[config.mk]
export PLATFORM = sky130hd
export DESIGN_NAME = quint_port_listener
export DESIGN_NICKNAME = d
export VERILOG_FILES = /design/src/rtl/qpl_pkg.sv /design/src/rtl/qpl_mode_ctrl.sv /design/src/rtl/qpl_slot_ctrl.sv /design/src/rtl/qpl_port_bank.sv /design/src/rtl/qpl_strobe_timer.sv /design/src/rtl/quint_port_listener.sv
export SDC_FILE = /design/constraint.sdc
export NUM_CORES = 1
export LEC_CHECK = 0
export CAP_MARGIN = 20
export CORE_ASPECT_RATIO = 2
export CORE_MARGIN = 5
export CORE_UTILIZATION = 55
export DETAILED_ROUTE_END_ITERATION = 10
export DONT_BUFFER_PORTS = 1
export GPL_TIMING_DRIVEN = 1
export PLACE_DENSITY = 0.73
export SYNTH_ARGS = -nofsm -noshare
export SYNTH_HDL_FRONTEND = slang
export SYNTH_SLANG_ARGS = --single-unit
[constraint.sdc]
create_clock -name clk -period 1.7 [get_ports clk]
set_clock_uncertainty 0.05 [all_clocks]
set_input_delay 0.255 -clock clk [delete_from_list [all_inputs] [get_ports clk]]
set_output_delay 0.255 -clock clk [all_outputs]
set_load 0.05 [all_outputs]
[src/rtl/qpl_pkg.sv]
// Shared definitions for the five-port listener.
// Assumes: clock given in MHz, strobe width in nanoseconds.
package qpl_pkg;

    typedef enum logic {
        MODE_CMD = 1'b0,
        MODE_RAW = 1'b1
    } qpl_mode_e;

    // Converts a time in ns to a cycle count, never less than one
    function automatic int unsigned ns_to_cycles(input int unsigned clk_mhz,
                                                 input int unsigned t_ns);
        int unsigned c;
        c = (clk_mhz * t_ns) / 1000;
        return (c == 0) ? 1 : c;
    endfunction

endpackage

[src/rtl/qpl_mode_ctrl.sv]
// Mode flag and clear pulse.
// Holds command vs raw-data mode. In raw-data mode a clear request only
// leaves the mode; in command mode it yields a one-cycle clear pulse.
// Assumes: clear_req has priority over mode_set.
module qpl_mode_ctrl
    import qpl_pkg::*;
(
    input  logic clk,
    input  logic rst_n,
    input  logic mode_set,
    input  logic clear_req,
    output logic raw_mode,
    output logic clr_pulse
);

    qpl_mode_e mode_q;

    // Mode register: clear wins over set
    always_ff @(posedge clk) begin
        if (!rst_n) begin
            mode_q <= MODE_CMD;
        end else if (clear_req) begin
            mode_q <= MODE_CMD;
        end else if (mode_set) begin
            mode_q <= MODE_RAW;
        end
    end

    // Clear pulse only for a clear taken in command mode
    always_ff @(posedge clk) begin
        if (!rst_n) begin
            clr_pulse <= 1'b0;
        end else begin
            clr_pulse <= clear_req && (mode_q == MODE_CMD);
        end
    end

    assign raw_mode = (mode_q == MODE_RAW);

endmodule

[src/rtl/qpl_slot_ctrl.sv]
// Byte position sequencer.
// Accepts a byte when valid, ready and in raw-data mode with no clear,
// reports which slot it fills and whether it closes the group.
// Assumes: slot 0 maps to the highest port.
module qpl_slot_ctrl #(
    parameter int NPORTS = 5,
    localparam int SLOT_W = (NPORTS > 1) ? $clog2(NPORTS) : 1
) (
    input  logic              clk,
    input  logic              rst_n,
    input  logic              rx_valid,
    input  logic              rx_eoi,
    input  logic              rx_ready,
    input  logic              raw_mode,
    input  logic              clear_req,
    input  logic              mode_set,
    output logic              wr_en,
    output logic [SLOT_W-1:0] wr_slot,
    output logic              group_done
);

    localparam logic [SLOT_W-1:0] LAST_SLOT = SLOT_W'(NPORTS - 1);

    logic [SLOT_W-1:0] slot_q;

    // Accept decode and group end detection
    always_comb begin
        wr_en      = rx_valid && rx_ready && raw_mode && !clear_req;
        wr_slot    = slot_q;
        group_done = wr_en && (rx_eoi || (slot_q == LAST_SLOT));
    end

    // Slot counter: back to the first port after a group, clear or mode entry
    always_ff @(posedge clk) begin
        if (!rst_n) begin
            slot_q <= '0;
        end else if (clear_req || mode_set || group_done) begin
            slot_q <= '0;
        end else if (wr_en) begin
            slot_q <= slot_q + 1'b1;
        end
    end

endmodule

[src/rtl/qpl_port_bank.sv]
// Output port registers.
// One register per port; slot k writes port NPORTS-k (1-based), which sits
// at register index NPORTS-1-k of the flat bus.
module qpl_port_bank #(
    parameter int NPORTS = 5,
    parameter int WIDTH  = 8,
    localparam int SLOT_W = (NPORTS > 1) ? $clog2(NPORTS) : 1
) (
    input  logic                    clk,
    input  logic                    rst_n,
    input  logic                    wr_en,
    input  logic [SLOT_W-1:0]       wr_slot,
    input  logic [WIDTH-1:0]        wr_data,
    output logic [NPORTS*WIDTH-1:0] port_bus
);

    for (genvar i = 0; i < NPORTS; i++) begin : g_port
        localparam logic [SLOT_W-1:0] MY_SLOT = SLOT_W'(NPORTS - 1 - i);
        logic [WIDTH-1:0] reg_q;

        // Port register: loads when its slot is written
        always_ff @(posedge clk) begin
            if (!rst_n) begin
                reg_q <= '0;
            end else if (wr_en && (wr_slot == MY_SLOT)) begin
                reg_q <= wr_data;
            end
        end

        assign port_bus[i*WIDTH +: WIDTH] = reg_q;
    end

endmodule

[src/rtl/qpl_strobe_timer.sv]
// Fixed-width strobe generator.
// A start pulse makes strobe high for exactly CYCLES clock cycles,
// beginning at the edge that samples start.
// Assumes: start does not arrive while strobe is high.
module qpl_strobe_timer #(
    parameter int CYCLES = 15,
    localparam int CNT_W = (CYCLES > 1) ? $clog2(CYCLES) : 1
) (
    input  logic clk,
    input  logic rst_n,
    input  logic start,
    output logic strobe
);

    localparam logic [CNT_W-1:0] LOAD = CNT_W'(CYCLES - 1);

    logic [CNT_W-1:0] cnt_q;

    // Down-counter holding the remaining high cycles
    always_ff @(posedge clk) begin
        if (!rst_n) begin
            strobe <= 1'b0;
            cnt_q  <= '0;
        end else if (start && !strobe) begin
            strobe <= 1'b1;
            cnt_q  <= LOAD;
        end else if (strobe) begin
            if (cnt_q == '0) begin
                strobe <= 1'b0;
            end else begin
                cnt_q <= cnt_q - 1'b1;
            end
        end
    end

endmodule

[src/rtl/quint_port_listener.sv]
// Five-port binary byte listener, top level.
// Spreads received bytes over the port registers highest port first,
// strobes after a full or EOI-terminated group, and leaves raw-data mode
// on a clear request without a clear pulse.
// Assumes: the bus handshake, addressing and command parsing live outside.
module quint_port_listener
    import qpl_pkg::*;
#(
    parameter int NPORTS    = 5,
    parameter int WIDTH     = 8,
    parameter int CLK_MHZ   = 250,
    parameter int STROBE_NS = 15000
) (
    input  logic                    clk,
    input  logic                    rst_n,
    input  logic                    mode_set,
    input  logic                    clear_req,
    input  logic [WIDTH-1:0]        rx_data,
    input  logic                    rx_valid,
    input  logic                    rx_eoi,
    output logic                    rx_ready,
    output logic [NPORTS*WIDTH-1:0] port_bus,
    output logic                    strobe,
    output logic                    raw_mode,
    output logic                    clr_pulse
);

    localparam int STROBE_CYCLES = int'(ns_to_cycles(CLK_MHZ, STROBE_NS));
    localparam int SLOT_W        = (NPORTS > 1) ? $clog2(NPORTS) : 1;

    logic              wr_en;
    logic [SLOT_W-1:0] wr_slot;
    logic              group_done;

    // Bytes are stalled for the whole strobe
    assign rx_ready = !strobe;

    qpl_mode_ctrl u_mode (
        .clk       (clk),
        .rst_n     (rst_n),
        .mode_set  (mode_set),
        .clear_req (clear_req),
        .raw_mode  (raw_mode),
        .clr_pulse (clr_pulse)
    );

    qpl_slot_ctrl #(.NPORTS(NPORTS)) u_slot (
        .clk        (clk),
        .rst_n      (rst_n),
        .rx_valid   (rx_valid),
        .rx_eoi     (rx_eoi),
        .rx_ready   (rx_ready),
        .raw_mode   (raw_mode),
        .clear_req  (clear_req),
        .mode_set   (mode_set),
        .wr_en      (wr_en),
        .wr_slot    (wr_slot),
        .group_done (group_done)
    );

    qpl_port_bank #(.NPORTS(NPORTS), .WIDTH(WIDTH)) u_bank (
        .clk      (clk),
        .rst_n    (rst_n),
        .wr_en    (wr_en),
        .wr_slot  (wr_slot),
        .wr_data  (rx_data),
        .port_bus (port_bus)
    );

    qpl_strobe_timer #(.CYCLES(STROBE_CYCLES)) u_strobe (
        .clk    (clk),
        .rst_n  (rst_n),
        .start  (group_done),
        .strobe (strobe)
    );

endmodule

==> metrics.txt, run 1 <==
hold_ws 0.0164 ns; DRC 0; Port Buffers 0; n_diodes 0; number of fill cells in the layout roughly 300; Synth Net Count 273; Period minus WS final approximately 1.8 ns; Core ar. 0.00413 sq mm; post-synthesis cell count 252; first-pass GRT wire length 9.05 mm; CTS sink cnt 58; leakage 1.29 nW; Synth top area share 0.491; post-synth cell types 37; Top delay family on crit path simple AND/OR/NAND/NOR gates; worst r2r src u_strobe.cnt_q[4]; antenna violations before repair 0; die width roughly 56 microns; Syn Area/Cell 9.38 sq um; final weighted congestion of routability-driven global placement 0.916; Crit path top cell by count or3_4; die area between 0.005 and 0.006 sq mm; Post-synth ARST share 0; commonest non-fill, non-tap cell in the layout dfxtp_1; # nets final between 300 and 400; CP Class reg -> reg; CTS tree built; vias 1928; largest fanout on the critical path 4; Crit path arrival time 1.97 ns; unrepaired setup endpoints after global routing yes; Hold Path Origin rx_data[2]; measured slew at the worst slew-check pin 0.533 ns; slowest cell on the critical path or4_4; Remaining Overflow, GRT 0; Max-cap violations 0; final setup fails 1; cell depth of the worst flop-to-flop path 4; io pins 58; mapped cell area 0.00236 sq mm; H-tree depth 3; VDD IR max about 0.00074 V; Layout area overhead 26.7%; cts bufs inserted 9; fin crit share 1.03; clk slew on worst S/H paths 0.07 ns; f_max between 500 and 600 MHz; reg2reg setup slack -0.06 ns; Worst Hold End u_bank.g_port[1].reg_q[2]; site row count 33; Die Ht 103 microns; CP Launch Type flip-flop; most frequent cells in the layout dfxtp_1 (49), nor2_1 (43), mux2i_1 (33); DR iter-0 viols 44; max-slew violation count 0; largest net degree at the start of global routing 46; Final HPWL DP between 4 and 5 mm; EDFF count, synth 0; vias in the first global route 1902; worst skew pair latency 0.32 ns; clock buffer depth 2; layout cells sized above 1 0.266; post-layout util 0.725; drt via density 5.64; Yosys top cell by area dfxtp_1; critical path required time 1.91 ns; gr usage total 0.205; CTS Root Cell clkbuf_8; failing checks setup timing; crit-path cells or3_4, or3_4, or4_4, a21oi_2; Setup WS post-layout -0.0560 ns; worst relative slew slack 0.644; WL final 5.86 mm; drt pass-1 iters 4; Main synth FF type dfxtp_1; PD cells around 940 mW/mm^2; DRT antenna net count 0; Routed wire per std cell ~17 microns; CP max stage delay 0.42 ns; Initial Utilization 0.572; reg-to-reg critical path endpoint u_strobe.cnt_q[8]; Synth area leaders dfxtp_1 (49%), mux2i_1 (14%), nor2_1 (6.8%); Hold Path Class in -> reg; Fin. Hold Viols 0; sequential fraction of the synthesis area 0.491; Worst setup EP type flip-flop; WHS Path Cells 2; #FFs+latches synth 58; outcome finished with violations; CP Buf/Inv Count 0; Synthesis Warnings 0
[layer usage]
metal / GRT usage / vias up / part of all wire
met3: 0.0664 / 21 / 0.061
met4: 0.124 / 0 / 0.037
li1: - / 939 / -
met2: 0.398 / 69 / 0.56
met5: 0 / - / 0
met1: 0.177 / 899 / 0.34
[cell usage after synthesis (3+ instances only)]
master	instances
dfxtp_1	58
nor2_1	43
mux2i_1	33
a21oi_1	18
nand2_1	18
nand3_1	11
clkbuf_1	8
inv_1	8
ha_1	7
o21ai_0	5
nor3_1	4
or3_1	4
a211oi_1	3
a31oi_1	3
[metrics by stage]
| stage | instances | power [mW] | TNS, ns | cell area (sq um) | setup slack [ns] |
|---|---|---|---|---|---|
| floorplan | 252 | 1.48 | -0.111 | 2390 | -0.0927 |
| detailed placement | 321 | 1.52 | -0.126 | 2650 | -0.0566 |
| global route | 342 | 2.91 | -0.223 | 2990 | -0.0986 |
| CTS | 341 | 2.84 | -0.0369 | 2920 | -0.0369 |
| global placement | 321 | 1.51 | -0.0241 | 2650 | -0.0241 |
| finish | 342 | 2.82 | -0.0560 | 2990 | -0.0560 |
[layout make-up]
cell class                 instances  area, sq um  area share
multi-input combinational        176         1230       0.412
clock buffer                      11          153      0.0510
sequential                        58         1180       0.393
tap                               52         65.1      0.0217
clock inverter                     5         60.1      0.0201
timing repair buffer              32          277      0.0924
inverter                           8         30.0      0.0100
[timing repair]
item,CTS,global route
hold buffers,3,0
hold endpoints to repair,2,0
buffers inserted,1,0
resized for setup,7,16
endpoints found under the setup margin,5,14
pin swaps,1,1
gates cloned,0,1
[worst register-to-register path, cell delays in order (launching register included)]
cell,delay [ns]
dfxtp_2,0.35
or3_4,0.37
or3_4,0.38
or4_4,0.42
a21oi_2,0.12
[sequential cells by signal (all words and copies together), names as in the netlist]
name / flops
u_strobe.cnt_q: 12
u_strobe.strobe: 1
u_mode.clr_pulse: 1
u_mode.raw_mode: 1
u_bank.g_port.reg_q: 40
u_slot.wr_slot: 3
[logic make-up after synthesis]
kind of cell             after synthesis  synth area share
flip-flops                            58             0.491
AO/OA/AOI/OAI                         34            0.0842
AND/OR/NAND/NOR                      100             0.211
XOR/XNOR                               2           0.00741
adder cells (fa/ha/maj)                7            0.0371
buffers and inverters                 18            0.0296
multiplexers                          33             0.140
[how the worst max path moves through the flow]
stage	startpoint	endpoint	slack [ns]	cells after the start
2_1_floorplan	u_strobe.cnt_q[3]	u_strobe.cnt_q[8]	-0.09	5
3_3_place_gp	u_strobe.cnt_q[1]	u_strobe.cnt_q[3]	-0.02	6
3_5_place_dp	u_strobe.cnt_q[1]	u_strobe.cnt_q[3]	-0.06	6
4_1_cts	u_strobe.cnt_q[3]	u_strobe.cnt_q[8]	-0.04	4
5_1_grt	u_strobe.cnt_q[3]	u_strobe.cnt_q[8]	-0.1	4
6_report	u_strobe.cnt_q[4]	u_strobe.cnt_q[8]	-0.06	4
[where the power goes]
| part | switching, mW | internal, mW |
|---|---|---|
| Combinational | 0.0631 | 0.0513 |
| Sequential | 0.0227 | 1.37 |
| Clock | 0.550 | 0.771 |
| Total | 0.635 | 2.19 |
Power figures use the tool's default switching activity.
==> run 2, diff against run 1 <==
REMOVE_ABC_BUFFERS = 1   (was not set)
==> run 2 against run 1 <==
  * The flow still finishes with violations (setup timing)
  * Die area unchanged
  * Hold slack got worse by 0.0054 ns
  * Design area increased by 6.1%
  * Combinational power increased by 14%
  * Critical path depth unchanged
  * Sequential cell count unchanged
  * Sequential share of layout area decreased by 2.4 points
  * Setup slack got worse by 0.032 ns
  * Sequential power about the same
  * Clock power decreased by 3%
  * Register-to-register slack got worse by 0.03 ns
  * Largest cell class unchanged
  * Highest routed layer unchanged
==> metrics.txt, run 2 (synthesis results as in run 1) <==
reg-to-reg critical path endpoint u_strobe.cnt_q[7] (was u_strobe.cnt_q[8]); Max-cap violations 0 (unchanged); CP Class reg -> reg (unchanged); Period minus WS final 1.79 ns (was 1.76 ns); WHS Path Cells 2 (unchanged); final setup fails 4 (was 1); site row count 33 (unchanged); gr usage total 0.228 (was 0.205); post-place setup slack -0.128 ns (was -0.0566 ns); n_diodes 0 (unchanged); # nets final 321 (was 306); clock buffer depth 2 (unchanged); Layout area overhead 34.4% (was 26.7%); PD cells 882 mW/mm^2 (was 943 mW/mm^2); CTS tree built (unchanged); cell depth of the worst flop-to-flop path 4 (unchanged); WL final 6.60 mm (was 5.86 mm); measured slew at the worst slew-check pin 0.554 ns (was 0.533 ns); max-slew violation count 0 (unchanged); CTS sink cnt 58 (unchanged); largest fanout on the critical path 4 (unchanged); Top delay family on crit path simple AND/OR/NAND/NOR gates (unchanged); CP max stage delay 0.54 ns (was 0.42 ns); drt via density 5.83 (was 5.64); Port Buffers 0 (unchanged); f_max 559 MHz (was 569 MHz); Initial Utilization 0.572 (unchanged); layout cells sized above 1 0.315 (was 0.266); vias 2081 (was 1928); Remaining Overflow, GRT 0 (unchanged); cts bufs inserted 9 (unchanged); clk slew on worst S/H paths 0.07 ns (about the same); final weighted congestion of routability-driven global placement 0.927 (was 0.916); Reg with most FFs u_bank.g_port.reg_q (unchanged); drt pass-1 iters 4 (unchanged); Finished Layout Cells 357 (was 342); slowest cell on the critical path or4b_4 (was or4_4); Routed wire per std cell 18.5 microns (was 17.1 microns); worst r2r src u_strobe.cnt_q[0] (was u_strobe.cnt_q[4]); DRT antenna net count 0 (unchanged); Die Ht 103 microns (unchanged); commonest non-fill, non-tap cell in the layout dfxtp_1 (unchanged); Worst setup EP type flip-flop (unchanged); DR iter-0 viols 62 (was 44); unrepaired setup endpoints after global routing yes (unchanged); die width 56.4 microns (unchanged); VDD IR max 0.000749 V (was 0.000742 V); DRC 0 (unchanged); CP Launch Type flip-flop (unchanged); most frequent cells in the layout dfxtp_1 (52), nor2_1 (43), buf_4 (35) (was dfxtp_1 (49), nor2_1 (43), mux2i_1 (33)); leakage 1.36 nW (was 1.29 nW); Placed Cells 326 (was 321); reg2reg setup slack -0.09 ns (was -0.06 ns); first-pass GRT wire length 9.96 mm (was 9.05 mm); io pins 58 (unchanged); worst skew pair latency 0.34 ns (was 0.32 ns); largest net degree at the start of global routing 49 (was 46); worst relative slew slack 0.630 (was 0.644); outcome finished with violations (unchanged); failing checks setup timing (unchanged); crit-path cells buf_4, or4b_4, or4b_1, a31oi_1 (was or3_4, or3_4, or4_4, a21oi_2); Core ar. 0.00413 sq mm (unchanged); die area 0.00579 sq mm (unchanged); CTS Root Cell clkbuf_8 (unchanged); CP Buf/Inv Count 1 (was 0); Hold Path Class in -> reg (unchanged); vias in the first global route 2159 (was 1902); Worst Hold End u_bank.g_port[4].reg_q[6] (was u_bank.g_port[1].reg_q[2]); H-tree depth 3 (unchanged); antenna violations before repair 0 (unchanged); Fin. Hold Viols 0 (unchanged); fin crit share 1.05 (was 1.03); Crit path arrival time 2.00 ns (was 1.97 ns); Hold Path Origin rx_data[6] (was rx_data[2]); critical path required time 1.92 ns (was 1.91 ns); Final HPWL DP 4.13 mm (was 4.22 mm); Largest register FFs 40 (unchanged); Setup WS post-layout -0.0877 ns (was -0.0560 ns)
[run 2: cell types whose count changed in the layout (fill, tap and decap cells not counted), sizes merged]
| cell | before | now |
|---|---|---|
| buf | 28 | 41 |
| clkinvlp | 1 | 3 |
| dlygate4sd3 | 3 | 5 |
| clkdlybuf4s15 | 1 | 0 |
| inv | 9 | 8 |
[run 2: worst max path at each step]
stage / start / to / slack (ns) / cells after the start
floorplan: u_mode.raw_mode / u_bank.g_port[2].reg_q[0] / -1.54 / 4
global placement: u_strobe.cnt_q[6] / u_strobe.cnt_q[7] / -0.10 / 3
detailed placement: u_strobe.cnt_q[3] / u_strobe.cnt_q[7] / -0.13 / 3
CTS: u_strobe.cnt_q[3] / u_strobe.cnt_q[8] / -0.04 / 4
global route: u_strobe.cnt_q[3] / u_strobe.cnt_q[8] / -0.13 / 4
finish: u_strobe.cnt_q[0] / u_strobe.cnt_q[7] / -0.09 / 4
[run 2: power breakdown]
group / switching [mW] / internal (mW)
combinational: 0.0721 / 0.0582
sequential: 0.0227 / 1.37
clock: 0.567 / 0.715
total: 0.661 / 2.14
[run 2: what timing repair did]
action                                  CTS  global route
pin swaps                                 6            11
gates cloned                              1             0
hold endpoints to repair                  3             1
buffers inserted                          7             4
gates resized for setup                  18            32
endpoints found under the setup margin   18            34
hold buffers                              4             1
[run 2: final cells by class]
class	instances	area [sq um]
Multi-Input combinational cell	176	1290
Sequential cell	58	1170
Fill cell	268	953
Timing Repair Buffer	47	418
Clock buffer	10	138
Clock inverter	6	66.3
Tap cell	52	65.1
Inverter	8	30.0
[run 2: worst register-to-register path: cells and delay by family, from the launching register on]
family / cells / cell delay, ns
flops: 1 / 0.35
compound gates: 1 / 0.14
buf+inv: 1 / 0.14
simple gates: 2 / 1.05
[run 2: metrics by stage]
step	instance area (sq um)	hold WS, ns	util	setup TNS [ns]	power (mW)
floorplan	2320	0.319	-	-75.26	1.48
global placement	2660	0.322	0.643	-0.785	1.51
detailed placement	2660	0.339	0.643	-1.02	1.51
CTS	3040	0.00126	0.736	-0.0691	2.80
global route	3180	0.00417	0.769	-0.791	2.89
finish	3180	0.0110	0.769	-0.243	2.80
[run 2: metal layers]
metal | vias up | track usage | part of all wire
li1 | 977 | - | -
met1 | 1004 | 0.196 | 0.34
met2 | 77 | 0.430 | 0.56
met3 | 23 | 0.0702 | 0.060
met4 | 0 | 0.166 | 0.046
met5 | - | 0 | 0
==> run 3, diff against run 2 <==
clock period = 1.5 ns   (was 1.7 ns; I/O delays follow)
==> run 3 against run 2 <==
  * The flow finishes with violations (hold timing, setup timing)
  * First-iteration DRC count grew to 2.5 times the previous value
  * Routed wire length grew 52%
  * Fmax shrank 3.3%
  * Sequential share of layout area shrank 5.6 points
  * Hold slack lost 0.015 ns
  * Largest cell class unchanged
  * Largest power group unchanged
==> metrics.txt, run 3 (synthesis results as in run 1) <==
post-place setup slack -0.316 ns (was -0.128 ns); fin crit share 1.23 (was 1.05); Reg with most FFs u_bank.g_port.reg_q (unchanged); worst skew pair latency 0.35 ns (was 0.34 ns); Overall Power 3.09 mW (was 2.80 mW); PD cells 821 mW/mm^2 (was 882 mW/mm^2); first-pass GRT wire length 11.8 mm (was 9.96 mm); antenna violations before repair 0 (unchanged); Worst Hold End u_bank.g_port[2].reg_q[7] (was u_bank.g_port[4].reg_q[6]); Setup WS post-layout -0.349 ns (was -0.0877 ns); commonest non-fill, non-tap cell in the layout buf_4 (was dfxtp_1); worst r2r src u_strobe.strobe (was u_strobe.cnt_q[0]); crit-path cells buf_6, nor4bb_4, buf_6, and3_4, buf_12, mux2i_1, nor2_1 (was buf_4, or4b_4, or4b_1, a31oi_1); Layout area overhead 59.1% (was 34.4%); CP max stage delay 0.35 ns (was 0.54 ns); die area 0.00579 sq mm (unchanged); f_max 541 MHz (was 559 MHz); cell depth of the worst flop-to-flop path 7 (was 4); met1 usage 0.250 (was 0.196); largest fanout on the critical path 8 (was 4); final setup fails 57 (was 4); Critical path origin u_strobe.strobe (was u_strobe.cnt_q[0]); Die Ht 103 microns (unchanged); Max-cap violations 0 (unchanged); met3 Usage GRT 0.0739 (was 0.0702); worst relative slew slack 0.568 (was 0.630); largest net degree at the start of global routing 49 (unchanged); io pins 58 (unchanged); vias 2474 (was 2081); Hold Path Origin rx_data[7] (was rx_data[6]); H-tree depth 3 (unchanged); outcome finished with violations (unchanged); final weighted congestion of routability-driven global placement 0.847 (was 0.927); clock buffer depth 2 (unchanged); # nets final 358 (was 321); Crit path arrival time 2.03 ns (was 2.00 ns); unrepaired setup endpoints after global routing yes (unchanged); leakage 1.60 nW (was 1.36 nW); n_diodes 0 (unchanged); DR iter-0 viols 155 (was 62); cts bufs inserted 9 (unchanged); hold_ws -0.00430 ns (was 0.0110 ns); Most Crowded Layer GR met2 (unchanged); gr usage total 0.268 (was 0.228); max-slew violation count 0 (unchanged); DRT antenna net count 0 (unchanged); drt via density 6.30 (was 5.83); Sequential cell area 0.00118 sq mm (was 0.00117 sq mm); vias in the first global route 2433 (was 2159); Fin. Hold Viols 1 (was 0); Remaining Overflow, GRT 0 (unchanged); WL final 10.0 mm (was 6.60 mm); Initial Utilization 0.572 (unchanged); Worst setup EP type flip-flop (unchanged); CP Class reg -> reg (unchanged); failing checks hold timing, setup timing (was setup timing); CTS tree built (unchanged); Port Buffers 0 (unchanged); footprint of the multi-input gates 0.00153 sq mm (was 0.00129 sq mm); reg-to-reg critical path endpoint u_bank.g_port[0].reg_q[2] (was u_strobe.cnt_q[7]); clk slew on worst S/H paths 0.08 ns (was 0.07 ns); measured slew at the worst slew-check pin 0.647 ns (was 0.554 ns); Routed wire per std cell 25.6 microns (was 18.5 microns); Hold Path Class in -> reg (unchanged); site row count 33 (unchanged); CTS sink cnt 58 (unchanged); grt met2 use 0.471 (was 0.430); most frequent cells in the layout buf_4 (52), dfxtp_1 (50), nor2_1 (41) (was dfxtp_1 (52), nor2_1 (43), buf_4 (35)); die width 56.4 microns (unchanged); VDD IR max 0.000815 V (was 0.000749 V); slowest cell on the critical path dfxtp_2 (was or4b_4); Largest register FFs 40 (unchanged); number of fill cells in the layout 161 (was 268); layout cells sized above 1 0.490 (was 0.315); reg2reg setup slack -0.35 ns (was -0.09 ns); WHS Path Cells 2 (unchanged); critical path required time 1.68 ns (was 1.92 ns); DRC 0 (unchanged); drt pass-1 iters 4 (unchanged); Core ar. 0.00413 sq mm (unchanged); CP Launch Type flip-flop (unchanged); Period minus WS final 1.85 ns (was 1.79 ns); Crit path top cell by count buf_6; Final HPWL DP 4.33 mm (was 4.13 mm); CTS Root Cell clkbuf_8 (unchanged)
-- run 3: layer usage --
metal,vias up,share of wire
li1,1055,-
met1,1221,0.33
met4,0,0.063
met5,-,0
met3,60,0.053
met2,138,0.55
-- run 3: area by class of cell --
type	instances	area share
clock buffers	9	0.0329
flip-flops and latches	58	0.313
repair buffers	84	0.210
multi-input cells	176	0.408
inverters	8	0.00998
well taps	52	0.0173
clock inverters	6	0.00931
-- run 3: critical path: cells and delay by family (launching register included) --
kind	cells	cell delay, ns
simple gates	3	0.62
buf+inv	3	0.45
flops	1	0.35
mux	1	0.25
-- run 3: per-stage QoR --
stage	TNS (ns)	instances	hold WS [ns]	cell area, sq um	util
final	-12.13	393	-0.00430	3760	0.911
after global routing	-14.25	393	0.0246	3760	0.911
after CTS	-4.43	386	0.000685	3430	0.831
after detailed placement	-8.16	349	0.297	2840	0.688
after global placement	-6.19	349	0.294	2840	0.688
after floorplan	-86.46	242	0.289	2320	-
-- run 3: worst max path at each step --
stage,to,cells past startpoint
2_1_floorplan,u_bank.g_port[2].reg_q[0],4
3_3_place_gp,u_strobe.cnt_q[7],3
3_5_place_dp,u_strobe.cnt_q[7],3
4_1_cts,u_strobe.cnt_q[8],4
5_1_grt,u_bank.g_port[4].reg_q[5],8
6_report,u_bank.g_port[0].reg_q[2],7
-- run 3: power breakdown --
| group | total (mW) | leakage (nW) | switching [mW] | internal [mW] |
|---|---|---|---|---|
| Sequential | 1.57 | 0.472 | 0.0237 | 1.55 |
| Clock | 1.29 | 0.0806 | 0.709 | 0.577 |
| Combinational | 0.233 | 1.04 | 0.130 | 0.104 |
-- run 3: repair_timing --
action | 4_1_cts | 5_1_grt
endpoints found under the hold margin | 37 | 4
cloned | 1 | 0
setup endpoints to repair | 57 | 57
buffers inserted | 9 | 8
pin swaps | 23 | 33
hold buffers | 12 | 1
gates resized for setup | 64 | 68
